<file path="config.mk">
export PLATFORM = sky130hd
export DESIGN_NAME = rdo_token_seq
export DESIGN_NICKNAME = d
export VERILOG_FILES = /design/src/rtl/rdo_pkg.sv /design/src/rtl/rdo_edge_detect.sv /design/src/rtl/rdo_index_ctr.sv /design/src/rtl/rdo_bus_reg.sv /design/src/rtl/rdo_token_seq.sv
export SDC_FILE = /design/constraint.sdc
export NUM_CORES = 1
export LEC_CHECK = 0
export ABC_AREA = 1
export BUFFER_PORTS_ARGS = -buffer_cell sky130_fd_sc_hd__buf_4
export CAP_MARGIN = 30
export CORE_AREA = 2 2 64 66
export CTS_BUF_LIST = sky130_fd_sc_hd__clkbuf_4 sky130_fd_sc_hd__clkbuf_8
export DETAILED_ROUTE_END_ITERATION = 10
export DIE_AREA = 0 0 66 68
export PLACE_DENSITY = 0.62
export SETUP_SLACK_MARGIN = 0.05
export SLEW_MARGIN = 15
export SYNTH_ARGS = -nofsm -noshare
export SYNTH_HDL_FRONTEND = slang
export SYNTH_HIERARCHICAL = 1
export SYNTH_SLANG_ARGS = --single-unit
</file>
<file path="constraint.sdc">
create_clock -name clk -period 1.6 [get_ports clk]
set_input_delay 0.32 -clock clk [delete_from_list [all_inputs] [get_ports clk]]
set_output_delay 0.32 -clock clk [all_outputs]
set_load 0.05 [all_outputs]
</file>
<file path="src/rtl/rdo_pkg.sv">
// Shared types for the token readout sequencer.
// Assumes nothing beyond IEEE 1800-2017 packages.
package rdo_pkg;

    // Sequencer phases: waiting for a token, streaming words, handing the token on.
    typedef enum logic [1:0] {
        ST_IDLE  = 2'd0,
        ST_BURST = 2'd1,
        ST_DONE  = 2'd2
    } rdo_state_e;

endpackage

</file>
<file path="src/rtl/rdo_edge_detect.sv">
// Rising-edge detector on a level input sampled by the read clock.
// Assumes din is already synchronous to clk.
module rdo_edge_detect (
    input  logic clk,
    input  logic rst_n,
    input  logic din,
    output logic rise
);

    logic din_q;

    // Remember the previous sample of din.
    always_ff @(posedge clk) begin
        if (!rst_n) din_q <= 1'b0;
        else        din_q <= din;
    end

    assign rise = din & ~din_q;

    AST_RISE_SINGLE: assert property (@(posedge clk) disable iff (!rst_n)
        rise |=> !rise);

endmodule

</file>
<file path="src/rtl/rdo_index_ctr.sv">
// Cell index counter for one burst: loads zero, steps by one, wraps after the last cell.
// Assumes DEPTH is at least 2.
module rdo_index_ctr #(
    parameter int DEPTH = 256,
    localparam int IDX_W = $clog2(DEPTH)
) (
    input  logic             clk,
    input  logic             rst_n,
    input  logic             clr,
    input  logic             load,
    input  logic             step,
    output logic [IDX_W-1:0] idx,
    output logic             last
);

    localparam logic [IDX_W-1:0] LAST_IDX = IDX_W'(DEPTH - 1);

    assign last = (idx == LAST_IDX);

    // Advance, restart or clear the cell index.
    always_ff @(posedge clk) begin
        if (!rst_n || clr || load) idx <= '0;
        else if (step)             idx <= last ? '0 : idx + 1'b1;
    end

    AST_IDX_STEP: assert property (@(posedge clk) disable iff (!rst_n)
        (step && !clr && !load && !last) |=> (idx == $past(idx) + 1'b1));
    AST_IDX_WRAP: assert property (@(posedge clk) disable iff (!rst_n)
        (step && last) |=> (idx == '0));

endmodule

</file>
<file path="src/rtl/rdo_bus_reg.sv">
// Output stage for the shared bus: captures a word when enabled, otherwise drives zeros.
// Assumes the store read port settles within one read clock.
module rdo_bus_reg #(
    parameter int DATA_W = 12
) (
    input  logic              clk,
    input  logic              rst_n,
    input  logic              clr,
    input  logic              cap,
    input  logic [DATA_W-1:0] din,
    output logic [DATA_W-1:0] dout,
    output logic              vld
);

    // Register the word and its valid flag, releasing the bus to zero when idle.
    always_ff @(posedge clk) begin
        if (!rst_n || clr) begin
            dout <= '0;
            vld  <= 1'b0;
        end else begin
            dout <= cap ? din : '0;
            vld  <= cap;
        end
    end

    AST_VLD_FOLLOWS_CAP: assert property (@(posedge clk) disable iff (!rst_n)
        (cap && !clr) |=> vld);

endmodule

</file>
<file path="src/rtl/rdo_token_seq.sv">
// Token-arbitrated readout sequencer. A rise on tok_in starts a burst that reads
// every cell of the captured channel through the store read port. Each word appears
// on the bus one clock after its index is presented. After the last word the token
// is passed on with a one-clock pulse. An unimplemented channel passes the token at once.
// Assumes the store read port is combinational and that all inputs are synchronous to clk.
module rdo_token_seq #(
    parameter int DATA_W = 12,
    parameter int ADDR_W = 5,
    parameter int N_CH   = 5,
    parameter int DEPTH  = 256,
    localparam int IDX_W = $clog2(DEPTH)
) (
    input  logic              clk,
    input  logic              rst_n,
    input  logic              tok_in,
    input  logic              tok_clr,
    input  logic [ADDR_W-1:0] ch_sel,
    output logic [ADDR_W-1:0] mem_ch,
    output logic [IDX_W-1:0]  mem_idx,
    input  logic [DATA_W-1:0] mem_data,
    output logic [DATA_W-1:0] bus_data,
    output logic              bus_valid,
    output logic              tok_out
);

    import rdo_pkg::*;

    rdo_state_e        state;
    logic [ADDR_W-1:0] ch_q;
    logic              tok_out_q;
    logic              tok_rise;
    logic              ch_ok;
    logic              start;
    logic              idx_last;
    logic              streaming;

    rdo_edge_detect u_edge (
        .clk   (clk),
        .rst_n (rst_n),
        .din   (tok_in),
        .rise  (tok_rise)
    );

    // Check whether the select names an implemented channel.
    assign ch_ok     = ((ADDR_W + 1)'(ch_sel) < (ADDR_W + 1)'(N_CH));
    // Accept a token only when idle, not mid-pass, and not being cleared.
    assign start     = tok_rise && (state == ST_IDLE) && !tok_out_q && !tok_clr;
    assign streaming = (state == ST_BURST);

    // Phase sequencing, channel capture and token hand-off.
    always_ff @(posedge clk) begin
        if (!rst_n) begin
            state     <= ST_IDLE;
            ch_q      <= '0;
            tok_out_q <= 1'b0;
        end else if (tok_clr) begin
            state     <= ST_IDLE;
            tok_out_q <= 1'b0;
        end else begin
            tok_out_q <= 1'b0;
            unique case (state)
                ST_IDLE: begin
                    if (start) begin
                        if (ch_ok) begin
                            state <= ST_BURST;
                            ch_q  <= ch_sel;
                        end else begin
                            tok_out_q <= 1'b1;
                        end
                    end
                end
                ST_BURST: begin
                    if (idx_last) state <= ST_DONE;
                end
                ST_DONE: begin
                    state     <= ST_IDLE;
                    tok_out_q <= 1'b1;
                end
                default: state <= ST_IDLE;
            endcase
        end
    end

    rdo_index_ctr #(.DEPTH(DEPTH)) u_idx (
        .clk   (clk),
        .rst_n (rst_n),
        .clr   (tok_clr),
        .load  (start),
        .step  (streaming),
        .idx   (mem_idx),
        .last  (idx_last)
    );

    rdo_bus_reg #(.DATA_W(DATA_W)) u_bus (
        .clk   (clk),
        .rst_n (rst_n),
        .clr   (tok_clr),
        .cap   (streaming),
        .din   (mem_data),
        .dout  (bus_data),
        .vld   (bus_valid)
    );

    assign mem_ch  = ch_q;
    assign tok_out = tok_out_q;

    AST_TOK_ONE_CYCLE: assert property (@(posedge clk) disable iff (!rst_n)
        tok_out |=> !tok_out);
    AST_TOK_NO_DATA: assert property (@(posedge clk) disable iff (!rst_n)
        tok_out |-> !bus_valid);
    AST_BUS_ZERO_IDLE: assert property (@(posedge clk) disable iff (!rst_n)
        !bus_valid |-> (bus_data == '0));
    AST_CH_HOLD: assert property (@(posedge clk) disable iff (!rst_n)
        (streaming && !tok_clr) |=> $stable(mem_ch));
    AST_BAD_CH_PASS: assert property (@(posedge clk) disable iff (!rst_n)
        (start && !ch_ok) |=> (tok_out && !bus_valid));
    AST_CLR_ABORT: assert property (@(posedge clk) disable iff (!rst_n)
        tok_clr |=> (!bus_valid && !tok_out));

endmodule

</file>
Word-level counts from Yosys, hierarchy flattened
Index checks and enable logic that the tools add are counted.
- register bits: 30
- input port bits: 21
- output and inout bits: 27
- logic and storage cells: 41
- add/subtract/negate cells: 1
- order comparisons: 1
- equal/unequal tests: 6
- mux-type cells: 8
- bitwise operators: 5
- reduce and logical (&&, ||, !) cells: 13
- operators by type and width (operator ; count):
    8-bit by 1-bit adder with 8-bit output, second input constant ; 1
    8-bit == test, second input constant ; 1
    8-bit 2-to-1 mux ; 1
    2-bit 2-to-1 mux ; 3
    5-bit by 3-bit less-than comparator with 1-bit output, second input constant ; 1
    2-bit inequality test, second input constant ; 2
    1-bit NOT ; 4
    2-bit one-hot mux with 2 select lines ; 1
    4-bit AND reduction ; 1
    2-bit OR reduction ; 2
    1-bit logical AND ; 3
    1-bit logical NOT ; 3
    3-bit AND reduction ; 1
    2-bit by 1-bit == test with 1-bit output, second input constant ; 1
    2-bit == test, second input constant ; 1
    2-bit logical NOT ; 1
    1-bit logical OR ; 2
    1-bit 2-to-1 mux ; 2
    2-bit by 1-bit inequality test with 1-bit output, second input constant ; 1
    1-bit one-hot mux with 2 select lines ; 1
    1-bit AND ; 1

Longest topological paths before layout
Gate-level depths: netlist (run 1).
- depth after elaboration: 7
- depth in mapped cells: 8
- gate-level depth less buffers: 8

By module
The synthesis (run 1) kept the hierarchy.
- by module, submodules not included (module ; instances ; cells each ; area each (um^2) ; sequential area each (um^2)):
    rdo_bus_reg ; 1 ; 41 ; 406.6 ; 260.2
    rdo_index_ctr ; 1 ; 55 ; 396.6 ; 160.2
    rdo_token_seq ; 1 ; 54 ; 367.9 ; 160.2
    rdo_edge_detect ; 1 ; 5 ; 37.5 ; 20.0

Worst setup path after synthesis (run 1)
OpenSTA, ideal clock, no wires.
- path kind: register to register
- from: register u_idx.idx[0]
- to: register state[1]
- setup time: 0.092 ns
- data arrival time: 1.470 ns
- required time: 1.508 ns
- slack: 0.039 ns
- cell stages (with the launch flop): 6
- path buffers: 0
- path through: dfxtp_1 > ha_1 > nand2_1 > nor4_1 > inv_1 > nor4_1
- longest elaborated chain between the ends: 3
- RTL lines (element ; line ; source):
    start: declaration ; rdo_index_ctr.sv:12 ; output logic [IDX_W-1:0] idx,
    start signal: assignment ; rdo_index_ctr.sv:23 ; else if (step) idx <= last ? '0 : idx + 1'b1;
    8-bit == test ; rdo_index_ctr.sv:18 ; assign last = (idx == LAST_IDX);
    named net idx_last ; rdo_token_seq.sv:34 ; logic idx_last;
    2-bit inequality test (no source line) ; -- ;
    3-bit AND reduction (no source line) ; -- ;
    end signal: assignment ; rdo_token_seq.sv:53 ; state <= ST_IDLE;
    end signal: assignment ; rdo_token_seq.sv:57 ; state <= ST_IDLE;
    end signal: assignment ; rdo_token_seq.sv:65 ; state <= ST_BURST;
    end: declaration ; rdo_token_seq.sv:28 ; rdo_state_e state;
The timed path passes the listed nets, and every way through them passes these cells.
A chain may end at the register's enable or synchronous reset.

Final worst setup path (run 1)
Same ends and word-level chain as after synthesis.

==> results.toml, run 1 <==
[run_status]
outcome = "finished, final reports clean"

[clock_network]
insertion_delay_ps = 280
ctsResizeCount = 0
cts_tree = "done"
cts_sinks = 30
cts_setup_buffers = 0
clockRootBuffer = "clkbuf_8"
numCtsBuffers = 5
cts_buffer_depth = 2
htree_levels = 2
ctsHoldBuffers = 0
clk_pin_slew_worst_paths_ps = 70

[power_and_ir_drop]
total_power_mw = 1.502
cellLeakagePower_nw = 0.8108
switchingPower_uw = 356.4
seqPwrFrac_pct = 50.1
p_comb_share_pct = 6.9
p_per_area_mw_per_mm2 = 874.4
ir_drop_mv = 0.7008
p_int_mw = 1.146
p_clk_share_pct = 43.0
switching_share_pct = 23.73

[synthesis]
ys_ff_latch = 30
syn-cell-area_mm2 = 0.001209
yosysTopAreaCell = "dfxtp_1"
synth_top_cell_area_share_pct = 49.69
yosys_warnings = 6
netlist_instances = 155
synth-seq-area-share_pct = 49.69
syn_area_per_cell_um2 = 7.798
synth.area.top_cells = "dfxtp_1, inv_1, nand2_1"
ys_types = 18
synth_nets = 177

[layout]
fin_nets = 231
drive_gt1_share_pct = 36.67
fillers = 422
post-route-util_pct = 44.55
areaGrowthSynthToFinish_pct = 42.13
final_cells = 260
layout_common_cells = "buf_4, inv_1, nand2_1, dfxtp_1, nor2_1"
diodes = 0
final_common_cell = "buf_4"

[placement]
place_congestion = 0.8097
dp_cells = 252
dpl.hpwl_mm = 1.860
port-buffer-count = 47
place_ws_ps = 215.3

[routing]
first_pass_iters = 4
post_drt_wl_per_cell_um = 9.315
routed_wl_mm = 2.422
via_per_inst = 4.062
drc = 0
vias = 1056
drtAntennaViolNets = 0
drt_iter0_drc = 35

[worst_setup_path]
crit_fanout = 5
path_buf_inv = 1
cp.required_ps = 1790
crit_arrival_ps = 1530
crit_type = "flip-flop to flip-flop"
crit_path_frequent_cell = "nor4_1"
crit_family = "simple AND/OR/NAND/NOR gates"
path_cells = "ha_1, nand2_1, nor4_1, inv_1, nor4_1"
cp_slowest_cell = "dfxtp_2"
cp-end-kind = "flip-flop"
worstSetupStartpointType = "flip-flop"
max_stage_delay_ps = 370

[global_route]
grt_pass1_vias = 964
grt_pass1_wl_mm = 3.884
antenna_found_initial = 0
grt_max_degree = 14
grt_overflow = 0
grt_usage_pct = 11.89

[sta]
tns_ps = 0
slew_headroom_pct = 73.87
clock.fmax_mhz = 748.8
post-route-min-period_ps = 1335
setup_viol = 0
tightest_slew_ps = 391.5
finalCritPeriodShare_pct = 83.47
final-hold-violation-count = 0
worst_slack_ps = 264.5
drv_slew = 0
rsz0062_at_grt = "no"
finClkSkew_ps = 3.438

[floorplanning]
die_x_um = 66
die_h_um = 68
coreArea_mm2 = 0.003856
start_util_pct = 31.34
io_pins = 48
core.rowCount = 23
die_area_mm2 = 0.004488

[min_path]
hp-class = "input port to flip-flop"

[flow_run]
cap_viol_max_count = 0
==> logic make-up (layout without fill, tap and decap cells) <==
logic type / after synthesis / in the layout / synth area share, %
XOR/XNOR: 1 / 1 / 0.7248
flip-flops: 30 / 30 / 49.69
AO/OA/AOI/OAI: 9 / 9 / 4.141
buffers and inverters: 32 / 87 / 10.56
AND/OR/NAND/NOR: 82 / 82 / 33.85
adder cells (fa/ha/maj): 1 / 1 / 1.035
==> registers in the layout (all words and copies together) (netlist names) <==
register	flops
state	2
u_bus/vld	1
u_edge/din_q	1
u_bus/dout	12
mem_ch	5
tok_out	1
u_idx/idx	8
==> power groups by stage <==
stage	combinational, mW	clock [mW]	sequential [mW]
after global placement	0.104	0	0.770
after floorplan	0.0425	0	0.779
after detailed placement	0.105	0	0.770
after global routing	0.116	0.696	0.753
final	0.104	0.645	0.753
after CTS	0.105	0.666	0.753
==> worst min-delay path, stage by stage <==
cell and delay [ps]:
buf_4 80, nand2_1 40, inv_1 40
==> cell usage after synthesis, drive strengths merged <==
| master | instances |
|---|---|
| nor2 | 37 |
| inv | 31 |
| nand2 | 31 |
| dfxtp | 30 |
| nand3 | 8 |
| a21oi | 7 |
| nor3 | 2 |
| nor4 | 2 |
| a31oi | 1 |
| buf | 1 |
| ha | 1 |
| nand3b | 1 |
| o21ai | 1 |
| or2 | 1 |
| xnor2 | 1 |
==> path summary, 6_finish.rpt <==
check | startpoint | endpoint | slack (ps) | cells past startpoint
hold reg to reg | mem_ch[3] | mem_ch[3] | 430 | 2
hold / removal | tok_in | u_edge/din_q | 230 | 3
setup / recovery | u_idx/idx[0] | state[1] | 260 | 5
setup reg to reg | u_idx/idx[0] | state[1] | 260 | 5
==> metal layers <==
metal | up-vias | track usage [%] | wire, um
li1 | 569 | - | -
met1 | 450 | 12.75 | 1076
met2 | 31 | 18.43 | 1101
met3 | 6 | 5.757 | 169
met4 | 0 | 8.418 | 74
met5 | - | 0 | 0
==> stage by stage <==
step	instance area (um^2)	hold WS [ps]
finish	1718	229.8
global route	1718	235.7
CTS	1718	216.9
detailed placement	1623	425.2
global placement	1623	422.2
floorplan	1211	413.5
==> cell type report <==
cell class | count | area [um^2] | share of cell area [%]
clock buffers | 6 | 82.58 | 4.807
clock inverters | 2 | 12.51 | 0.7283
inverters | 31 | 116.4 | 6.774
multi-input cells | 93 | 480.5 | 27.97
flip-flops and latches | 30 | 603.1 | 35.11
well taps | 50 | 62.56 | 3.642
repair buffers | 48 | 360.3 | 20.98
No activity file was read; power rests on OpenSTA's default activity.
==> run 2, diff against run 1 <==
- ABC_AREA: 1 -> 0
- PLACE_DENSITY: 0.62 -> 0.61
- clock period: 1.6 -> 1.3 ns (I/O delays scaled with it)
==> results.toml, run 2 <==
[layout]
stdcell_area_mm2 = 0.001852
diodes = 0
final_common_cell = "buf_4"
areaGrowthSynthToFinish_pct = 55.30
drive_gt1_share_pct = 56.21
fin_nets = 191
largest_reg_flops = 12
post-route-util_pct = 48.02
layout_common_cells = "buf_4, dfxtp_1, and4b_1, nand2_1, dfxtp_2"
max_flop_register = "u_bus/dout"
final_cells = 219

[global_route]
antenna_found_initial = 0
grt_max_degree = 25
grt_pass1_wl_mm = 4.636
grt_usage_pct = 13.69
grt_overflow = 0
grt_pass1_vias = 1062

[worst_setup_path]
max_stage_delay_ps = 320
reg2reg_from = "state[1]"
worstSetupStartpointType = "flip-flop"
reg2reg_to = "u_idx/idx[5]"
path_buf_inv = 1
path_depth = 5
crit_family = "simple AND/OR/NAND/NOR gates"
crit_fanout = 4
r2r_cells = 5
path_cells = "and2b_4, nand4_4, buf_4, o21ai_0, a21oi_1"
crit_arrival_ps = 1420
crit_type = "flip-flop to flip-flop"
cp-end-kind = "flip-flop"
cp.required_ps = 1450
cp_slowest_cell = "dfxtp_2"
reg2reg_slack_ps = 30

[sta]
worst_hold_slack_ps = 202.3
rsz0062_at_grt = "yes"
drv_slew = 0
tightest_slew_ps = 351.9
final-hold-violation-count = 0
clock.fmax_mhz = 790.1
finClkSkew_ps = 3.421
finalCritPeriodShare_pct = 97.36
post-route-min-period_ps = 1266
setup_viol = 0
slew_headroom_pct = 76.39

[min_path]
hp-start = "tok_in"
hp-class = "input port to flip-flop"
hold_end = "u_edge/din_q"
min_path_cells = 2

[synthesis]
ys.flop_type = "dfxtp_1"
syn-cell-area_mm2 = 0.001192
synth.area.top_cells = "dfxtp_1, and4b_1, mux2i_1"
ys_ff_latch = 30
ys_types = 36
yosys_warnings = 6
synth.area.mux_share_pct = 3.358
synth_top_family_by_area = "simple AND/OR/NAND/NOR gates"
netlist_instances = 109
synth_nets = 131
synth_enable_flop_cells = 0
synth-seq-area-share_pct = 50.37
synthArstFlopShare_pct = 0
yosysTopAreaCell = "dfxtp_1"
synthMostInstantiatedCell = "dfxtp_1"
synth_xor_area_share_pct = 2.204
syn_area_per_cell_um2 = 10.94
synth_adder_area_share_pct = 1.049
synth_top_cell_area_share_pct = 50.37
yosys.area_share.simple_pct = 33.16
synth_compound_area_share_pct = 6.611
yosys-top-cells-count = "dfxtp_1, and4b_1, nand2_1, nor2_1"

[power_and_ir_drop]
p_per_area_mw_per_mm2 = 949.6
cellLeakagePower_nw = 0.8407
total_power_mw = 1.758
ir_drop_mv = 0.4736

[clock_network]
insertion_delay_ps = 270
clk_pin_slew_worst_paths_ps = 60
ctsHoldBuffers = 0
htree_levels = 2
cts_tree = "done"
cts_buffer_depth = 2
cts_sinks = 30
clockRootBuffer = "clkbuf_8"
numCtsBuffers = 5

[routing]
first_pass_iters = 4
via_per_inst = 4.731
drt_iter0_drc = 43
drc = 0
post_drt_wl_per_cell_um = 13.19
routed_wl_mm = 2.889
vias = 1036
drtAntennaViolNets = 0

[placement]
dpl.hpwl_mm = 2.061
port-buffer-count = 47
dp_cells = 210
place_congestion = 0.7611
placed_area_mm2 = 0.001684

[floorplanning]
coreArea_mm2 = 0.003856
io_pins = 48
die_area_mm2 = 0.004488
die_x_um = 66
core.rowCount = 23
die_h_um = 68
start_util_pct = 30.92

[run_status]
outcome = "finished, final reports clean"

[flow_run]
cap_viol_max_count = 0
[run 2: cell types whose count changed after synthesis, moves of 5 or more]
cell | before | now
inv_1 | 31 | 1
nand2_1 | 31 | 9
nor2_1 | 20 | 6
and4b_1 | 0 | 12
nor2_2 | 11 | 0
nor2_4 | 6 | 0
nand3_1 | 7 | 2
[run 2: cells by family after synthesis]
family          Yosys count
flops                    30
xor+xnor                  3
simple gates             54
mux                       4
fa+ha+maj                 1
compound gates           12
buf+inv                   5
[run 2: routing by layer]
layer  vias to the layer above  GRT usage [%]  wire [um]
met5                         -              0          0
met4                         0          6.122         34
met3                         5          3.454        187
met2                        33          25.51       1459
met1                       482          14.62       1206
li1                        516              -          -
[run 2: what timing repair did]
item                                    4_1_cts  5_1_grt
resized for setup                             3       13
pin swaps                                     1        4
endpoints found under the hold margin         0        0
endpoints found under the setup margin        4        9
buffers inserted                              2        1
[run 2: worst max path at each step]
stage	from	end
final	state[1]	u_idx/idx[5]
after global routing	u_idx/idx[3]	state[0]
after CTS	state[1]	u_idx/idx[5]
after detailed placement	tok_in	u_idx/idx[5]
after global placement	tok_in	u_idx/idx[5]
after floorplan	state[1]	u_idx/idx[7]
[run 2: power by group]
part	leakage (nW)	switching, mW	internal, mW
Combinational	0.549	0.0678	0.0845
Clock	0.0438	0.327	0.358
Sequential	0.248	0.00311	0.918
Total	0.841	0.398	1.36
[run 2: final cells by class]
| class | instances | area, um^2 |
|---|---|---|
| fillers | 384 | 2004 |
| inverters | 1 | 3.754 |
| multi-input cells | 74 | 658.1 |
| repair buffers | 57 | 427.9 |
| clock buffers | 5 | 68.82 |
| well taps | 50 | 62.56 |
| clock inverters | 2 | 10.01 |
| flip-flops and latches | 30 | 620.6 |
[run 2: metrics by stage]
step | worst slack, ps | TNS, ps
global placement | -41.30 | -63.79
global route | -29.36 | -29.36
finish | 34.35 | 0
floorplan | -4.080 | -4.080
detailed placement | -98.67 | -228.3
CTS | 51.70 | 0
[run 2: worst register-to-register path: cells and delay by family (launching register included)]
kind	cells	cell delay (ps)
buffers and inverters	1	160
flip-flops	1	320
AND/OR/NAND/NOR	2	380
AO/OA/AOI/OAI	2	270
